$ cat src/rtl/compact_uart_pkg.sv
package compact_uart_pkg;

  localparam logic [3:0] RI_DATA  = 4'd0;
  localparam logic [3:0] RI_IEN   = 4'd1;
  localparam logic [3:0] RI_IID   = 4'd2;
  localparam logic [3:0] RI_LINE  = 4'd3;
  localparam logic [3:0] RI_MODEM = 4'd4;
  localparam logic [3:0] RI_LSTAT = 4'd5;
  localparam logic [3:0] RI_MSTAT = 4'd6;
  localparam logic [3:0] RI_SCR   = 4'd7;
  localparam logic [3:0] RI_XCTL  = 4'd8;
  localparam logic [3:0] RI_XSTAT = 4'd9;
  localparam logic [3:0] RI_DIV   = 4'd10;

  // character length select: only 2'b11 gives 8-bit characters
  function automatic logic wide_chars(input logic [1:0] sel);
    return sel == 2'b11;
  endfunction

  // index of the stop bit in the transmit bit sequence (0 = start)
  function automatic logic [3:0] stop_slot(input logic wide);
    return wide ? 4'd9 : 4'd8;
  endfunction

  // index of the last data bit for the receiver
  function automatic logic [2:0] last_data(input logic wide);
    return wide ? 3'd7 : 3'd6;
  endfunction

  // align a received shift register to a right-justified byte
  function automatic logic [7:0] align_rx(input logic wide, input logic [7:0] sh);
    return wide ? sh : {1'b0, sh[7:1]};
  endfunction

endpackage

$ cat src/rtl/compact_uart_fifo.sv
module compact_uart_fifo #(
  parameter int W     = 8,
  parameter int DEPTH = 8,
  localparam int PTR_W = $clog2(DEPTH),
  localparam int LVL_W = $clog2(DEPTH + 1)
) (
  input  logic             clk,
  input  logic             rst_n,
  input  logic             flush,
  input  logic             push,
  input  logic [W-1:0]     din,
  input  logic             pop,
  output logic [W-1:0]     dout,
  output logic [LVL_W-1:0] level,
  output logic             full,
  output logic             empty
);

  logic [W-1:0]     mem [DEPTH];
  logic [PTR_W-1:0] wr_q, rd_q;
  logic [LVL_W-1:0] lvl_q;
  logic             do_push, do_pop;

  function automatic logic [PTR_W-1:0] bump(input logic [PTR_W-1:0] p);
    return (p == PTR_W'(DEPTH - 1)) ? '0 : p + 1'b1;
  endfunction

  assign full    = (lvl_q == LVL_W'(DEPTH));
  assign empty   = (lvl_q == '0);
  assign do_push = push & ~full;
  assign do_pop  = pop & ~empty;
  assign dout    = mem[rd_q];
  assign level   = lvl_q;

  always_ff @(posedge clk or negedge rst_n) begin
    if (!rst_n) begin
      wr_q  <= '0;
      rd_q  <= '0;
      lvl_q <= '0;
    end else if (flush) begin
      wr_q  <= '0;
      rd_q  <= '0;
      lvl_q <= '0;
    end else begin
      if (do_push) wr_q <= bump(wr_q);
      if (do_pop)  rd_q <= bump(rd_q);
      unique case ({do_push, do_pop})
        2'b10:   lvl_q <= lvl_q + 1'b1;
        2'b01:   lvl_q <= lvl_q - 1'b1;
        default: lvl_q <= lvl_q;
      endcase
    end
  end

  always_ff @(posedge clk) begin
    if (do_push && !flush) mem[wr_q] <= din;
  end

endmodule

$ cat src/rtl/compact_uart_tick.sv
module compact_uart_tick #(
  parameter int DIV_W = 16
) (
  input  logic             clk,
  input  logic             rst_n,
  input  logic             restart,
  input  logic [DIV_W-1:0] div,
  output logic             tick
);

  logic [DIV_W-1:0] cnt_q;

  always_ff @(posedge clk or negedge rst_n) begin
    if (!rst_n)              cnt_q <= '0;
    else if (restart)        cnt_q <= div;
    else if (cnt_q == '0)    cnt_q <= div;
    else                     cnt_q <= cnt_q - 1'b1;
  end

  // one pulse every div+1 clocks, first one div+1 clocks after restart
  assign tick = (cnt_q == '0) & ~restart;

endmodule

$ cat src/rtl/compact_uart_tx.sv
module compact_uart_tx
  import compact_uart_pkg::*;
#(
  parameter int DIV_W = 16
) (
  input  logic             clk,
  input  logic             rst_n,
  input  logic             enable,
  input  logic [DIV_W-1:0] div,
  input  logic             wide,
  input  logic             have_data,
  input  logic [7:0]       data,
  output logic             take,
  output logic             busy,
  output logic             line
);

  logic       active_q, line_q, wide_q;
  logic [3:0] slot_q;
  logic [2:0] sub_q;
  logic [7:0] sh_q;
  logic       tick;

  assign take = ~active_q & enable & have_data;
  assign busy = active_q;
  assign line = line_q;

  compact_uart_tick #(.DIV_W(DIV_W)) u_tick (
    .clk(clk), .rst_n(rst_n), .restart(take), .div(div), .tick(tick)
  );

  always_ff @(posedge clk or negedge rst_n) begin
    if (!rst_n) begin
      active_q <= 1'b0;
      line_q   <= 1'b1;
      wide_q   <= 1'b0;
      slot_q   <= '0;
      sub_q    <= '0;
      sh_q     <= '0;
    end else if (take) begin
      active_q <= 1'b1;
      line_q   <= 1'b0;
      wide_q   <= wide;
      slot_q   <= '0;
      sub_q    <= '0;
      sh_q     <= data;
    end else if (active_q && tick) begin
      if (sub_q == 3'd7) begin
        sub_q <= '0;
        if (slot_q == stop_slot(wide_q)) begin
          active_q <= 1'b0;
          line_q   <= 1'b1;
        end else begin
          slot_q <= slot_q + 1'b1;
          if (slot_q + 4'd1 == stop_slot(wide_q)) begin
            line_q <= 1'b1;
          end else begin
            line_q <= sh_q[0];
            sh_q   <= {1'b0, sh_q[7:1]};
          end
        end
      end else begin
        sub_q <= sub_q + 1'b1;
      end
    end
  end

endmodule

$ cat src/rtl/compact_uart_rx.sv
module compact_uart_rx
  import compact_uart_pkg::*;
#(
  parameter int DIV_W = 16
) (
  input  logic             clk,
  input  logic             rst_n,
  input  logic             enable,
  input  logic [DIV_W-1:0] div,
  input  logic             wide,
  input  logic             line,
  output logic             done,
  output logic [7:0]       char_out,
  output logic             char_wide
);

  typedef enum logic [1:0] {S_IDLE, S_START, S_DATA, S_STOP} rx_state_e;

  rx_state_e  st_q;
  logic [2:0] sub_q, cnt_q;
  logic [7:0] sh_q;
  logic       wide_q, done_q, tick, begin_frame;

  assign begin_frame = (st_q == S_IDLE) & enable & ~line;
  assign done        = done_q;
  assign char_out    = align_rx(wide_q, sh_q);
  assign char_wide   = wide_q;

  compact_uart_tick #(.DIV_W(DIV_W)) u_tick (
    .clk(clk), .rst_n(rst_n), .restart(begin_frame), .div(div), .tick(tick)
  );

  always_ff @(posedge clk or negedge rst_n) begin
    if (!rst_n) begin
      st_q   <= S_IDLE;
      sub_q  <= '0;
      cnt_q  <= '0;
      sh_q   <= '0;
      wide_q <= 1'b0;
      done_q <= 1'b0;
    end else begin
      done_q <= 1'b0;
      unique case (st_q)
        S_IDLE: if (begin_frame) begin
          st_q   <= S_START;
          sub_q  <= '0;
          cnt_q  <= '0;
          wide_q <= wide;
        end
        S_START: if (tick) begin
          if (sub_q == 3'd3) begin
            sub_q <= '0;
            st_q  <= line ? S_IDLE : S_DATA;
          end else begin
            sub_q <= sub_q + 1'b1;
          end
        end
        S_DATA: if (tick) begin
          if (sub_q == 3'd7) begin
            sub_q <= '0;
            sh_q  <= {line, sh_q[7:1]};
            cnt_q <= cnt_q + 1'b1;
            if (cnt_q == last_data(wide_q)) st_q <= S_STOP;
          end else begin
            sub_q <= sub_q + 1'b1;
          end
        end
        S_STOP: if (tick) begin
          if (sub_q == 3'd7) begin
            st_q   <= S_IDLE;
            done_q <= 1'b1;
          end else begin
            sub_q <= sub_q + 1'b1;
          end
        end
        default: st_q <= S_IDLE;
      endcase
    end
  end

endmodule

$ cat src/rtl/compact_uart.sv
module compact_uart
  import compact_uart_pkg::*;
#(
  parameter int FIFO_DEPTH = 8,
  parameter int DIV_W      = 16,
  parameter int ADDR_W     = 6,
  parameter int DATA_W     = 16,
  localparam int IDX_W     = ADDR_W - 2,
  localparam int LVL_W     = $clog2(FIFO_DEPTH + 1)
) (
  input  logic              clk,
  input  logic              rst_n,
  input  logic              reg_sel,
  input  logic              reg_wr,
  input  logic [ADDR_W-1:0] reg_addr,
  input  logic [DATA_W-1:0] reg_wdata,
  output logic [DATA_W-1:0] reg_rdata,
  output logic              irq_o,
  output logic              txd_o,
  input  logic              rxd_i,
  output logic              rts_o,
  input  logic              cts_i
);

  logic [IDX_W-1:0] idx;
  logic             wr_ev, rd_ev;
  logic [3:0]       ien_q;
  logic [1:0]       csel_q;
  logic             brk_q, rts_q, rx_en_q, tx_en_q, ovr_q;
  logic [7:0]       scr_q;
  logic [DIV_W-1:0] div_q;
  logic [1:0]       rxd_sync_q, cts_sync_q;

  logic             tx_push, tx_take, tx_full, tx_empty, tx_busy, tx_line, tx_flush;
  logic [7:0]       tx_head;
  logic [LVL_W-1:0] tx_lvl;
  logic             rx_pop, rx_done, rx_full, rx_empty, rx_flush, rx_drop, rx_wide;
  logic [7:0]       rx_char, rx_head;
  logic [LVL_W-1:0] rx_lvl;
  logic             rx_src, tx_src, gate, iid_rx, iid_tx;
  logic             unused_bits;

  assign idx   = reg_addr[ADDR_W-1:2];
  assign wr_ev = reg_sel & reg_wr;
  assign rd_ev = reg_sel & ~reg_wr;
  assign unused_bits = &{1'b0, reg_addr[1:0]};

  function automatic logic hit(input logic [IDX_W-1:0] a, input logic [3:0] r);
    return a == IDX_W'(r);
  endfunction

  assign tx_push  = wr_ev & hit(idx, RI_DATA);
  assign rx_pop   = rd_ev & hit(idx, RI_DATA);
  assign rx_flush = wr_ev & hit(idx, RI_IID) & reg_wdata[1];
  assign tx_flush = wr_ev & hit(idx, RI_IID) & reg_wdata[2];
  assign rx_drop  = rx_done & rx_full;

  // control registers
  always_ff @(posedge clk or negedge rst_n) begin
    if (!rst_n) begin
      ien_q   <= '0;
      csel_q  <= '0;
      brk_q   <= 1'b0;
      rts_q   <= 1'b0;
      scr_q   <= '0;
      rx_en_q <= 1'b1;
      tx_en_q <= 1'b1;
      div_q   <= '0;
    end else if (wr_ev) begin
      if (hit(idx, RI_IEN))   ien_q  <= reg_wdata[3:0];
      if (hit(idx, RI_LINE)) begin
        csel_q <= reg_wdata[1:0];
        brk_q  <= reg_wdata[6];
      end
      if (hit(idx, RI_MODEM)) rts_q  <= reg_wdata[1];
      if (hit(idx, RI_SCR))   scr_q  <= reg_wdata[7:0];
      if (hit(idx, RI_XCTL)) begin
        rx_en_q <= reg_wdata[0];
        tx_en_q <= reg_wdata[1];
      end
      if (hit(idx, RI_DIV))   div_q  <= reg_wdata[DIV_W-1:0];
    end
  end

  // sticky overrun: a new drop wins over the clearing read
  always_ff @(posedge clk or negedge rst_n) begin
    if (!rst_n)                         ovr_q <= 1'b0;
    else if (rx_drop)                   ovr_q <= 1'b1;
    else if (rd_ev && hit(idx, RI_LSTAT)) ovr_q <= 1'b0;
  end

  always_ff @(posedge clk or negedge rst_n) begin
    if (!rst_n) begin
      rxd_sync_q <= 2'b11;
      cts_sync_q <= 2'b00;
    end else begin
      rxd_sync_q <= {rxd_sync_q[0], rxd_i};
      cts_sync_q <= {cts_sync_q[0], cts_i};
    end
  end

  compact_uart_fifo #(.W(8), .DEPTH(FIFO_DEPTH)) u_txq (
    .clk(clk), .rst_n(rst_n), .flush(tx_flush), .push(tx_push),
    .din(reg_wdata[7:0]), .pop(tx_take), .dout(tx_head), .level(tx_lvl),
    .full(tx_full), .empty(tx_empty)
  );

  compact_uart_fifo #(.W(8), .DEPTH(FIFO_DEPTH)) u_rxq (
    .clk(clk), .rst_n(rst_n), .flush(rx_flush), .push(rx_done),
    .din(rx_char), .pop(rx_pop), .dout(rx_head), .level(rx_lvl),
    .full(rx_full), .empty(rx_empty)
  );

  compact_uart_tx #(.DIV_W(DIV_W)) u_tx (
    .clk(clk), .rst_n(rst_n), .enable(tx_en_q), .div(div_q),
    .wide(wide_chars(csel_q)), .have_data(~tx_empty), .data(tx_head),
    .take(tx_take), .busy(tx_busy), .line(tx_line)
  );

  compact_uart_rx #(.DIV_W(DIV_W)) u_rx (
    .clk(clk), .rst_n(rst_n), .enable(rx_en_q), .div(div_q),
    .wide(wide_chars(csel_q)), .line(rxd_sync_q[1]),
    .done(rx_done), .char_out(rx_char), .char_wide(rx_wide)
  );

  // interrupt selection: receive has priority
  assign rx_src = ien_q[0] & ~rx_empty;
  assign tx_src = ien_q[1] & ~tx_full;
  assign gate   = &ien_q[3:2];
  assign iid_rx = gate & rx_src;
  assign iid_tx = gate & tx_src & ~rx_src;
  assign irq_o  = iid_rx | iid_tx;

  assign txd_o = brk_q ? 1'b0 : tx_line;
  assign rts_o = rts_q;

  always_comb begin
    reg_rdata = '0;
    unique case (idx)
      IDX_W'(RI_DATA):  reg_rdata[7:0] = rx_empty ? 8'h00 : rx_head;
      IDX_W'(RI_IEN):   reg_rdata[3:0] = ien_q;
      IDX_W'(RI_IID):   reg_rdata[2:0] = {iid_rx, iid_tx, ~irq_o};
      IDX_W'(RI_LINE):  reg_rdata[6:0] = {brk_q, 4'b0, csel_q};
      IDX_W'(RI_MODEM): reg_rdata[1]   = rts_q;
      IDX_W'(RI_LSTAT): reg_rdata[6:0] = {tx_empty & ~tx_busy, ~tx_full, 3'b0,
                                          ovr_q, ~rx_empty};
      IDX_W'(RI_MSTAT): reg_rdata[5]   = cts_sync_q[1];
      IDX_W'(RI_SCR):   reg_rdata[7:0] = scr_q;
      IDX_W'(RI_XCTL):  reg_rdata[1:0] = {tx_en_q, rx_en_q};
      IDX_W'(RI_XSTAT): begin
        reg_rdata[LVL_W-1:0]       = rx_lvl;
        reg_rdata[2*LVL_W-1:LVL_W] = tx_lvl;
      end
      IDX_W'(RI_DIV):   reg_rdata[DIV_W-1:0] = div_q;
      default:          reg_rdata = '0;
    endcase
  end

endmodule

$ cat config.mk
export PLATFORM = sky130hd
export DESIGN_NAME = compact_uart
export DESIGN_NICKNAME = d
export VERILOG_FILES = /design/src/rtl/compact_uart_pkg.sv /design/src/rtl/compact_uart_fifo.sv /design/src/rtl/compact_uart_tick.sv /design/src/rtl/compact_uart_tx.sv /design/src/rtl/compact_uart_rx.sv /design/src/rtl/compact_uart.sv
export SDC_FILE = /design/constraint.sdc
export NUM_CORES = 1
export LEC_CHECK = 0
export BUFFER_PORTS_ARGS = -buffer_cell sky130_fd_sc_hd__clkbuf_2
export CAP_MARGIN = 20
export CORE_ASPECT_RATIO = 1.2
export CORE_MARGIN = 3
export CORE_UTILIZATION = 40
export CTS_BUF_LIST = sky130_fd_sc_hd__clkbuf_4
export CTS_CLUSTER_DIAMETER = 50
export CTS_CLUSTER_SIZE = 28
export DETAILED_ROUTE_END_ITERATION = 12
export PLACE_DENSITY_LB_ADDON = 0.15
export SLEW_MARGIN = 0
export SYNTH_ARGS = -nofsm -noshare
export SYNTH_HDL_FRONTEND = slang
export SYNTH_SLANG_ARGS = --single-unit
export TNS_END_PERCENT = 50
$ cat constraint.sdc
create_clock -name clk -period 3.7 [get_ports clk]
set_input_delay 0.185 -clock clk [delete_from_list [all_inputs] [get_ports clk]]
set_output_delay 0.185 -clock clk [all_outputs]
set_load 0.05 [all_outputs]
==> results.yml, run 1 <==
outcome:
  run_status: "completed"
setup_path:
  critPathSlowestCell: "dfrtp_1"
  worstPathMaxFanout: 11
  critPathRequiredTime_ps: 3510
  critPathBufInv: 2
  worstSetupPathType: "flip-flop to output port"
  crit_arrival_ps: 3220
  endpoint_kind: "output port"
  path_cells: "buf_4 -> mux4_2 -> mux2_2 -> nand3_1 -> o311ai_0 -> clkbuf_2"
  startpoint_type: "flip-flop"
  crit_family: "multiplexers"
  slowest_delay_ps: 760
timing:
  fin_crit_sh_pct: 92.04
  fin_hold_ws_ps: 39.09
  rsz0062_at_grt: "no"
  finalSetupViolCount: 0
  max_clock_freq_ghz: 0.2937
  drv_slew: 0
  worstMarginPinSlew_ps: 849.1
  finClkSkew_ps: 37.71
  hold_viol: 0
  fin_tns_setup_ps: 0
  fin_crit_ps: 3405
  max_slew_margin_pct: 43.18
clocking:
  clk_path_buf_depth: 3
  clock_sinks: 255
  postCtsSetupRepairBufs: 0
  htree_levels: 1
  cts_tree: "done"
  root_buffer: "clkbuf_4"
  cts_buffers: 28
  clk_pin_slew_ps: 140
  clkLatencyLatePin_ps: 720
logic_synthesis:
  synth_top_cell_by_area: "edfxtp_1"
  synthMuxAreaShare_pct: 13.28
  synth.net_count: 932
  synth_top_area_share_pct: 32.77
  synth_seq_cells: 255
  synth_cell_types: 72
  synth_warnings: 0
  synth_edf_count: 128
  netlist_top_cells_area: "edfxtp_1 33%, dfrtp_1 26%, mux4_2 6.3%"
  synth_area_per_cell_um2: 13.33
  async_reset_ff_share_pct: 49.80
  postSynthCellCount: 880
  yosysMostFrequentCell: "edfxtp_1"
  netlist_top_cells_count: "128 x edfxtp_1, 122 x dfrtp_1, 81 x nand2_1"
  ys.flop_type: "edfxtp_1"
  ys_seq_area_share_pct: 59.93
  syn_area_um2: 11730
  synth_fa_ha_area_share_pct: 2.561
  synth_xor_xnor_area_share_pct: 2.763
  synth_simple_gate_area_share_pct: 11.61
  synth_top_family_by_area: "multiplexers"
  synth-compound-area-share_pct: 7.692
drt:
  num_vias: 7270
  antenna_left: 0
  wire_per_inst_um: 18.88
  first_pass_iters: 5
  routed_wl_mm: 25.92
  avgViaCountPerCell: 5.295
  dr.first_iter.drc_count: 401
  drc: 0
pwr:
  p_leak_uw: 0.005047
  power_uw: 7163
  ir_drop_mv: 0.3187
  power_density_nw_per_um2: 539.0
place:
  routabilityCongestion: 0.8027
  dp_hpwl_mm: 17.77
  io_buffer_count: 44
final_layout:
  fillers: 2595
  area_delta_synth_final_pct: 13.31
  drive_gt1_share_pct: 23.94
  nets: 1016
min_path:
  hold_class: "input pin to asynchronous set/reset pin"
floorplanning:
  fp.dieArea_um2: 31420
  std_cell_rows: 68
  die_h_um: 193.6
  start_util_pct: 40.66
  core_um2: 28840
  die_w_um: 162.3
  io-pin-count: 47
grt:
  grt.busiest_layer: "met2"
  grt_pass1_vias: 7429
  use_met3_pct: 2.078
  overflow: 0
  grt_use_total_pct: 16.59
  grt_pass1_wl_mm: 41.63
  met1_usage_pct: 21.35
  grt_max_degree: 73
  antenna_found_initial: 1
  use_met2_pct: 29.66
flow_run:
  cap_violations: 0
## path summary, 6_finish.rpt
| path | from | to | slack [ps] | depth (start not counted) |
|---|---|---|---|---|
| setup / recovery | u_rxq.rd_q[0] | reg_rdata[2] | 290 | 6 |
| hold / removal | rst_n | u_tx.sub_q[2] | 40 | 2 |
| setup reg to reg | u_txq.level[1] | u_txq.level[3] | 980 | 10 |
| hold reg to reg | rxd_sync_q[0] | rxd_sync_q[1] | 360 | 0 |
| max in group asynchronous | rst_n | rxd_sync_q[0] | 2730 | 3 |
| min in group clk | reg_wr | ovr_q | 100 | 4 |
## stage by stage
| stage | worst slack, ps | cell area [um2] | util, % | instances |
|---|---|---|---|---|
| floorplan | 596.1 | 11730 | - | 880 |
| global placement | 982.3 | 12480 | 43.27 | 1297 |
| detailed placement | 976.8 | 12480 | 43.27 | 1297 |
| CTS | 176.7 | 13280 | 46.06 | 1371 |
| global route | 101.5 | 13290 | 46.07 | 1373 |
| finish | 294.7 | 13290 | 46.07 | 1373 |
## layer usage
layer	vias up	share of wire, %
met3	39	3.0
met4	0	2.3
li1	3483	-
met5	-	0
met2	109	52
met1	3639	43
## cells by family after synthesis
family          count (synthesis)
compound gates                139
xor+xnor                       37
fa+ha+maj                      24
buf+inv                        59
flops                         255
mux                           106
simple gates                  260
## power breakdown
| part | total (uW) | switching, uW | internal [uW] |
|---|---|---|---|
| clock | 2060 | 1050 | 1010 |
| sequential | 3780 | 448 | 3330 |
| combinational | 1330 | 634 | 691 |
## registers in the layout, indices dropped and copies added, names as in the netlist, 4 cells and up, named ones only
name / count
div_q: 16
ien_q: 4
scr_q: 8
u_rx.sh_q: 8
u_rx.u_tick.cnt_q: 16
u_rxq.level: 4
u_rxq.mem: 64
u_tx.sh_q: 8
u_tx.slot_q: 4
u_tx.u_tick.cnt_q: 16
u_txq.level: 4
u_txq.mem: 64
## what timing repair did
item / in CTS / in global routing
hold endpoints to repair: 174 / 0
gates resized for setup: 0 / 0
endpoints found under the setup margin: 0 / 0
hold buffers: 22 / 0
## final cells by class
cell class / instances / area (um2) / area share (%)
diodes: 2 / 5.005 / 0.03766
flip-flops and latches: 255 / 7028 / 52.89
well taps: 385 / 481.7 / 3.625
repair buffers: 94 / 656.9 / 4.943
clock inverters: 22 / 357.8 / 2.693
clock buffers: 30 / 225.2 / 1.695
multi-input cells: 566 / 4463 / 33.58
inverters: 19 / 71.32 / 0.5367
## layout by cell type (no fill, tap or decap), types with 9 or more instances in the layout
| cell | instances |
|---|---|
| nor2b_1 | 9 |
| and3_1 | 10 |
| xnor2_1 | 23 |
| mux2_2 | 47 |
| inv_1 | 19 |
| clkbuf_4 | 30 |
| xor2_1 | 14 |
| dlygate4sd3_1 | 22 |
| nand2_1 | 81 |
| or3_1 | 10 |
| clkbuf_2 | 43 |
| mux4_2 | 33 |
| nor2_1 | 49 |
| a21oi_1 | 17 |
| nor4_1 | 12 |
| edfxtp_1 | 128 |
| nand2b_1 | 12 |
| dfrtp_1 | 122 |
| buf_4 | 28 |
| ha_1 | 24 |
| nor3_1 | 21 |
| o21ai_0 | 58 |
| mux2i_1 | 21 |
| nand3_1 | 13 |
No activity file was read; power rests on OpenSTA's default activity.
==> inputs of run 2 (changes only) <==
--- a/config.mk
+++ b/config.mk
@@ -7,15 +7,14 @@
 export LEC_CHECK = 0
 export BUFFER_PORTS_ARGS = -buffer_cell sky130_fd_sc_hd__clkbuf_2
 export CAP_MARGIN = 20
-export CORE_ASPECT_RATIO = 1.2
+export CORE_ASPECT_RATIO = 1.25
 export CORE_MARGIN = 3
-export CORE_UTILIZATION = 40
+export CORE_UTILIZATION = 45
 export CTS_BUF_LIST = sky130_fd_sc_hd__clkbuf_4
 export CTS_CLUSTER_DIAMETER = 50
 export CTS_CLUSTER_SIZE = 28
 export DETAILED_ROUTE_END_ITERATION = 12
 export PLACE_DENSITY_LB_ADDON = 0.15
-export SLEW_MARGIN = 0
 export SYNTH_ARGS = -nofsm -noshare
 export SYNTH_HDL_FRONTEND = slang
 export SYNTH_SLANG_ARGS = --single-unit
==> results.yml, run 2 (synthesis gave the netlist of run 1 again) <==
pwr:
  p_leak_uw: 0.004982
  ir_drop_mv: 0.3287
  power_uw: 6841
  power_density_nw_per_um2: 521.9
final_layout:
  final_common_cell: "edfxtp_1"
  area_delta_synth_final_pct: 11.77
  seqCellArea_um2: 7028
  drive_gt1_share_pct: 23.49
  nets: 1011
  reg_top3: "u_rxq.mem: 64 flops, u_txq.mem: 64 flops"
  fillers: 2204
  final_cell_mix: "128 x edfxtp_1, 122 x dfrtp_1, 81 x nand2_1, 58 x o21ai_0, 49 x nor2_1"
  multiInputGateArea_um2: 4458
  design_area_um2: 13110
outcome:
  run_status: "completed"
drt:
  antenna_left: 0
  first_pass_iters: 5
  wire_per_inst_um: 19.44
  drc: 0
  num_vias: 7235
  dr.first_iter.drc_count: 296
  routed_wl_mm: 25.57
  avgViaCountPerCell: 5.502
timing:
  rsz0062_at_grt: "no"
  finalSetupViolCount: 0
  finClkSkew_ps: 57.39
  fin_crit_ps: 3122
  hold_viol: 0
  fin_crit_sh_pct: 84.37
  drv_slew: 0
  max_clock_freq_ghz: 0.3203
  setup_ws_ps: 578.2
  fin_tns_setup_ps: 0
  worstMarginPinSlew_ps: 945.3
  fin_hold_ws_ps: 77.91
  max_slew_margin_pct: 36.75
floorplanning:
  io-pin-count: 47
  die_w_um: 150.4
  die_h_um: 186.5
  start_util_pct: 46.07
  core_um2: 25460
  fp.dieArea_um2: 28050
  std_cell_rows: 65
setup_path:
  worstPathMaxFanout: 10
  critPathRequiredTime_ps: 3510
  crit_arrival_ps: 2940
  worstSetupPathType: "flip-flop to output port"
  endpoint_kind: "output port"
  startpoint_type: "flip-flop"
grt:
  overflow: 0
  grt_pass1_wl_mm: 40.92
  grt_use_total_pct: 18.50
  grt_pass1_vias: 7291
  grt_max_degree: 60
  antenna_found_initial: 1
flow_run:
  cap_violations: 0
clocking:
  clk_pin_slew_ps: 160
  clk_path_buf_depth: 3
  clkLatencyLatePin_ps: 730
  post_cts_resized: 0
  cts_tree: "done"
  hold_buffers: 22
  cts_buffers: 26
  clock_sinks: 255
  root_buffer: "clkbuf_4"
  htree_levels: 1
  postCtsSetupRepairBufs: 0
place:
  preCtsSetupSlack_ps: 956.5
  io_buffer_count: 44
  dp_hpwl_mm: 17.43
  routabilityCongestion: 0.8400
  post_dp_cell_area_um2: 12390
min_path:
  hold_class: "input pin to flip-flop"
## run 2: cell type report
cell class | count | share of cell area [%]
flip-flops and latches | 255 | 53.62
multi-input cells | 566 | 34.01
repair buffers | 91 | 4.973
well taps | 335 | 3.198
clock inverters | 22 | 2.148
clock buffers | 26 | 1.489
inverters | 19 | 0.5441
diodes | 1 | 0.01909
## run 2: stage by stage
step / util, % / cells
floorplan: - / 880
global placement: 48.68 / 1244
detailed placement: 48.68 / 1244
CTS: 51.48 / 1314
global route: 51.49 / 1315
finish: 51.49 / 1315
## run 2: layer usage
layer	part of all wire (%)	GRT usage (%)	up-vias
li1	-	-	3479
met1	43	23.92	3596
met2	51	32.05	114
met3	3.1	2.478	46
met4	3.1	6.021	0
met5	0	0	-
## run 2: worst paths after layout
kind	startpoint	cells after the start	end	slack (ps)
worst max register to register	u_rxq.level[1]	8	u_rxq.level[3]	890
worst max-delay path	u_rxq.level[1]	6	reg_rdata[1]	580
worst min register to register	rxd_sync_q[0]	0	rxd_sync_q[1]	370
worst min-delay path	reg_wr	4	ovr_q	80
max in group asynchronous	rst_n	4	tx_en_q	2630
min in group asynchronous	rst_n	3	u_rx.sub_q[1]	380
## run 2: worst max-delay path, stage by stage, from the launching register on
cell      delay (ps)
dfrtp_1          520
or4_1            600
nand2_1          310
nor2_1           110
a221oi_1         210
o221ai_1         210
clkbuf_2         280
## run 2: power breakdown
group          switching (uW)  internal, uW  leakage [uW]  total [uW]
logic                     670           686       0.00196        1360
registers                 408          3330       0.00277        3740
clock network            1140           608      0.000250        1750
